## config.mk

```make
export PLATFORM = sky130hd
export DESIGN_NAME = cfdm_top
export DESIGN_NICKNAME = d
export VERILOG_FILES = /design/src/rtl/cfdm_pkg.sv /design/src/rtl/cfdm_ctl_regs.sv /design/src/rtl/cfdm_src_pick.sv /design/src/rtl/cfdm_frac_acc.sv /design/src/rtl/cfdm_top.sv
export SDC_FILE = /design/constraint.sdc
export NUM_CORES = 1
export LEC_CHECK = 0
export BUFFER_PORTS_ARGS = -buffer_cell sky130_fd_sc_hd__buf_2
export CORE_MARGIN = 8
export CORE_UTILIZATION = 24
export CTS_CLUSTER_SIZE = 12
export DETAILED_ROUTE_END_ITERATION = 7
export PLACE_DENSITY = 0.51
export SETUP_SLACK_MARGIN = 0.3
export SYNTH_ARGS = -nofsm -noshare
export SYNTH_HDL_FRONTEND = slang
export SYNTH_SLANG_ARGS = --single-unit
export TNS_END_PERCENT = 50
```

## constraint.sdc

```tcl
create_clock -name clk -period 3.3 [get_ports clk]
set_clock_uncertainty 0.05 [all_clocks]
set_input_delay 0.33 -clock clk [delete_from_list [all_inputs] [get_ports clk]]
set_output_delay 0.33 -clock clk [all_outputs]
set_load 0.02 [all_outputs]
```

## src/rtl/cfdm_pkg.sv

```systemverilog
package cfdm_pkg;
  localparam int unsigned DIV_ANCHOR = 12;
  localparam int unsigned REG_W      = 32;

  function automatic int unsigned sel_width(input int unsigned n);
    return (n > 1) ? $clog2(n) : 1;
  endfunction
endpackage

```

## src/rtl/cfdm_ctl_regs.sv

```systemverilog
module cfdm_ctl_regs
  import cfdm_pkg::*;
#(
  parameter int unsigned SW        = 4,
  parameter int unsigned INT_BITS  = 8,
  parameter int unsigned FRAC_BITS = 4,
  localparam int unsigned DW  = INT_BITS + FRAC_BITS,
  localparam int unsigned DWP = (DW > 0) ? DW : 1
) (
  input  logic             clk,
  input  logic             rst_n,
  input  logic             ctl_we,
  input  logic             ctl_enable,
  input  logic [SW-1:0]    ctl_src,
  input  logic             div_we,
  input  logic [REG_W-1:0] div_word,
  output logic             en_q,
  output logic [SW-1:0]    src_q,
  output logic [DWP-1:0]   div_q,
  output logic             any_wr
);
  logic [DWP-1:0] div_field;

  generate
    if (DW > 0) begin : g_field
      assign div_field = div_word[DIV_ANCHOR+INT_BITS-1 -: DWP];
    end else begin : g_nofield
      assign div_field = '0;
    end
  endgenerate

  assign any_wr = ctl_we | div_we;

  always_ff @(posedge clk or negedge rst_n) begin
    if (!rst_n) begin
      en_q  <= 1'b0;
      src_q <= '0;
    end else if (ctl_we) begin
      en_q  <= ctl_enable;
      src_q <= ctl_src;
    end
  end

  always_ff @(posedge clk or negedge rst_n) begin
    if (!rst_n)      div_q <= '0;
    else if (div_we) div_q <= div_field;
  end

  AST_BUSY_FOLLOWS_WRITE: assert property (@(posedge clk) disable iff (!rst_n)
    ctl_we |=> (en_q == $past(ctl_enable)));
endmodule

```

## src/rtl/cfdm_src_pick.sv

```systemverilog
module cfdm_src_pick #(
  parameter int unsigned NUM_SRC = 10,
  parameter int unsigned SW      = 4
) (
  input  logic [NUM_SRC-1:0] src_pulse,
  input  logic [SW-1:0]      sel,
  output logic               picked
);
  always_comb begin
    picked = 1'b0;
    for (int k = 1; k < NUM_SRC; k++) begin
      if (sel == SW'(k)) picked = src_pulse[k];
    end
  end
endmodule

```

## src/rtl/cfdm_frac_acc.sv

```systemverilog
module cfdm_frac_acc #(
  parameter int unsigned DW        = 12,
  parameter int unsigned FRAC_BITS = 4,
  localparam int unsigned AW = DW + 1
) (
  input  logic          clk,
  input  logic          rst_n,
  input  logic          clr,
  input  logic          en,
  input  logic          pulse,
  input  logic [DW-1:0] div,
  output logic          out_q
);
  localparam logic [AW-1:0] ONE = AW'(1) << FRAC_BITS;

  logic [AW-1:0] acc_q, acc_d, sum, div_ext;
  logic          hit;

  assign div_ext = {1'b0, div};
  assign sum     = acc_q + ONE;

  always_comb begin
    hit   = 1'b0;
    acc_d = acc_q;
    if (clr || !en || (div == '0)) begin
      acc_d = '0;
    end else if (pulse) begin
      if (div_ext <= ONE) begin
        hit   = 1'b1;
        acc_d = '0;
      end else if (sum >= div_ext) begin
        hit   = 1'b1;
        acc_d = sum - div_ext;
      end else begin
        acc_d = sum;
      end
    end
  end

  always_ff @(posedge clk or negedge rst_n) begin
    if (!rst_n) begin
      acc_q <= '0;
      out_q <= 1'b0;
    end else begin
      acc_q <= acc_d;
      out_q <= hit;
    end
  end

  AST_ZERO_DIV_QUIET: assert property (@(posedge clk) disable iff (!rst_n)
    (div == '0) |=> !out_q);
  AST_ACC_BOUNDED: assert property (@(posedge clk) disable iff (!rst_n)
    (acc_q == '0) || (acc_q < div_ext));
  AST_WRITE_CLEARS: assert property (@(posedge clk) disable iff (!rst_n)
    clr |=> ((acc_q == '0) && !out_q));
endmodule

```

## src/rtl/cfdm_top.sv

```systemverilog
module cfdm_top
  import cfdm_pkg::*;
#(
  parameter int unsigned NUM_SRC   = 10,
  parameter int unsigned INT_BITS  = 8,
  parameter int unsigned FRAC_BITS = 4,
  localparam int unsigned SW  = sel_width(NUM_SRC),
  localparam int unsigned DW  = INT_BITS + FRAC_BITS,
  localparam int unsigned DWP = (DW > 0) ? DW : 1
) (
  input  logic               clk,
  input  logic               rst_n,
  input  logic               ctl_we,
  input  logic               ctl_enable,
  input  logic [SW-1:0]      ctl_src,
  input  logic               div_we,
  input  logic [REG_W-1:0]   div_word,
  input  logic [NUM_SRC-1:0] src_pulse,
  output logic               busy,
  output logic [SW-1:0]      cur_src,
  output logic [DWP-1:0]     cur_div,
  output logic               clk_en_out
);
  logic en_q, any_wr, picked;

  cfdm_ctl_regs #(.SW(SW), .INT_BITS(INT_BITS), .FRAC_BITS(FRAC_BITS)) u_regs (
    .clk(clk), .rst_n(rst_n), .ctl_we(ctl_we), .ctl_enable(ctl_enable),
    .ctl_src(ctl_src), .div_we(div_we), .div_word(div_word),
    .en_q(en_q), .src_q(cur_src), .div_q(cur_div), .any_wr(any_wr)
  );

  cfdm_src_pick #(.NUM_SRC(NUM_SRC), .SW(SW)) u_pick (
    .src_pulse(src_pulse), .sel(cur_src), .picked(picked)
  );

  generate
    if (DW > 0) begin : g_divide
      cfdm_frac_acc #(.DW(DW), .FRAC_BITS(FRAC_BITS)) u_acc (
        .clk(clk), .rst_n(rst_n), .clr(any_wr), .en(en_q),
        .pulse(picked), .div(cur_div), .out_q(clk_en_out)
      );
    end else begin : g_pass
      logic pass_q;
      always_ff @(posedge clk or negedge rst_n) begin
        if (!rst_n) pass_q <= 1'b0;
        else        pass_q <= en_q & picked & ~any_wr;
      end
      assign clk_en_out = pass_q;
    end
  endgenerate

  assign busy = en_q;

  AST_OFF_IS_QUIET: assert property (@(posedge clk) disable iff (!rst_n)
    !busy |=> !clk_en_out);
  AST_GROUND_QUIET: assert property (@(posedge clk) disable iff (!rst_n)
    (cur_src == '0) |=> !clk_en_out);
endmodule

```

==> run metrics <==
Overall Power=0.000989 W; PwrDens=350 nW/µm²; Yosys top cell area share=0.350; Max clock buf depth=2; Tcrit/Tclk final=0.875; post-synthesis sequential area ratio=0.350; Post-Synthesis Cells=239; Slew headroom=0.499; post-synthesis register bit count=31; CP arrival=3010 ps; I/O pins=69; Tmin final=2890 ps; fin worst setup slack=411 ps; Max-Cap Viols=0; overall die width=112 µm; Post-synth EDFFs=0; I/O Buffers=47; Worst VDD drop=121 µV; antenna cells=0; area of the core=9110 µm²; WL met1=2910 µm; H-tree lvl count=2; Final Hold Fails=0; mean post-synth cell area=9.28 µm²; CTS Buf Count=5; CTS Sinks=31; Setup crit start kind=flip-flop; Synth Warn #=0; gr ovfl total=0; number of remaining DRC errors=0; HPWL after DPL=4640 µm; most common cell after layout, fill and taps aside=buf_2; status=finished clean; most frequent cells in the layout=buf_2 (47), dfrtp_1 (31), nand2_1 (25); FFs w/ async S/R, synth=1.00; Clk pin slew, worst setup/hold paths=70 ps; initial antenna violation count=0; metal2 WL=2680 µm; highest clock rate=346 MHz; hold buffers post-CTS=0; worst-skew pair later-pin latency=280 ps; Fin Setup TNS=0 ps; CP startpoint=g_divide.u_acc.acc_q[4]; root buffer cell=clkbuf_8; Cell Area, Synth=2220 µm²; dpl ws=220 ps; unrepaired setup endpoints after global routing=true; Slew Limit Fails=0; Vias=1918; syn_nets=304; r2r startpoint=g_divide.u_acc.acc_q[4]; Detailed Route Iter0 Violations=108; gpl congestion=0.772; Met3 Wirelength=382 µm; number of global-route vias before repair=1919; worst-margin pin slew=752 ps; GRT Total Usage=0.0967; Die Y-Extent=112 µm; drt total wl=6050 µm; WHS=61.0 ps; first-pass GRT wire length=9850 µm; Synth area leader=dfrtp_1; data required time of the worst path=3420 ps; ANT nets after route=0; DR vias/cell=4.72; layout cell share with drive strength beyond 1=0.329; Final #Nets=360; Crit Path Max Fanout=6; CP Class=flip-flop to flip-flop; leading post-synthesis cells by cell area=dfrtp_1 (35%), ha_1 (7.3%), nand2_1 (4.2%), inv_1 (3.7%), o21ai_0 (3.6%); die area=12600 µm²; Top Metal Used=met4; Final setup viols=0; Initial Util=0.244; Min-Delay Path Class=input port to asynchronous set/reset pin; largest net degree at the start of global routing=32; library cells used by synthesis=54; Routed WL per cell=14.9 µm; Critical Path Sink Type=flip-flop; ys flop type=dfrtp_1; Layout area overhead=27.5%; row count=35; CTS tree=done; drt pass-1 iters=4; Pleak=1.34 nW
logic make-up after synthesis:
| kind of cell | synth area share |
|---|---|
| mux | 0.0620 |
| fa+ha+maj | 0.0823 |
| xor+xnor | 0.0592 |
| buf+inv | 0.0592 |
| compound gates | 0.208 |
| flops | 0.350 |
| simple gates | 0.180 |
path summary, 6_finish.rpt:
path	to	slack, ps	cells past startpoint
max	g_divide.u_acc.acc_q[2]	410	13
min	g_divide.u_acc.acc_q[3]	60	1
max reg2reg	g_divide.u_acc.acc_q[2]	410	13
min reg2reg	g_divide.u_acc.acc_q[0]	450	1
max in group asynchronous	u_regs.div_q[11]	2660	1
min in group clk	u_regs.en_q	200	3
final cells by class:
type | count | area [µm²]
fillers | 974 | 6280
repair buffers | 55 | 325
clock buffers | 6 | 82.6
flip-flops and latches | 31 | 776
clock inverters | 1 | 5.00
multi-input cells | 180 | 1420
inverters | 22 | 82.6
well taps | 111 | 139
per-stage QoR:
stage                     area, µm²  utilization  cells
after floorplan                2220            -    239
after global placement         2590        0.285    396
after detailed placement       2590        0.285    396
after CTS                      2720        0.299    404
after global routing           2830        0.311    406
final                          2830        0.311    406
cell usage after synthesis, drive strengths merged, types with 4 or more instances:
library cell and number:
nor2 14, ha 13, o21ai 24, dfrtp 31, a21oi 11, or2 4
nand2 25, mux2 4, nor2b 4, nor3 4, nand4 4, nand3 6
mux2i 7, inv 22, xnor2 9, xor2 6, a22o 4
state kept, by name (all words and copies together), names as in the netlist:
register and cells:
u_regs.en_q 1, g_divide.u_acc.out_q 1, u_regs.src_q 4, g_divide.u_acc.acc_q 13, u_regs.div_q 12
what timing repair did:
item,4_1_cts,5_1_grt
pin swaps,0,4
cloned,0,1
resized for setup,5,15
setup endpoints to repair,12,12
setup buffers,1,1
layer usage:
layer | track usage | vias to the layer above
met3 | 0.0338 | 7
met5 | 0 | -
met4 | 0.0297 | 0
met2 | 0.152 | 49
met1 | 0.121 | 893
li1 | - | 969
worst max-delay path, cell delays in order (launching register included):
cell and delay [ps]:
dfrtp_1 360, ha_2 200, nand2_1 80, or2_4 270, xnor2_4 160, ha_4 280
o21ai_1 70, a21oi_2 190, nand3_2 120, o221ai_4 260, nor2_4 90, clkbuf_16 170
a31o_4 240, a22o_1 220
where the power goes:
group          switching, W  total [W]  leakage [nW]  internal, W
combinational      0.000153   0.000262         0.895     0.000109
sequential        0.0000204   0.000421         0.400     0.000400
clock              0.000143   0.000307        0.0470     0.000163
total              0.000316   0.000989          1.34     0.000673
Power figures use the tool's default switching activity.
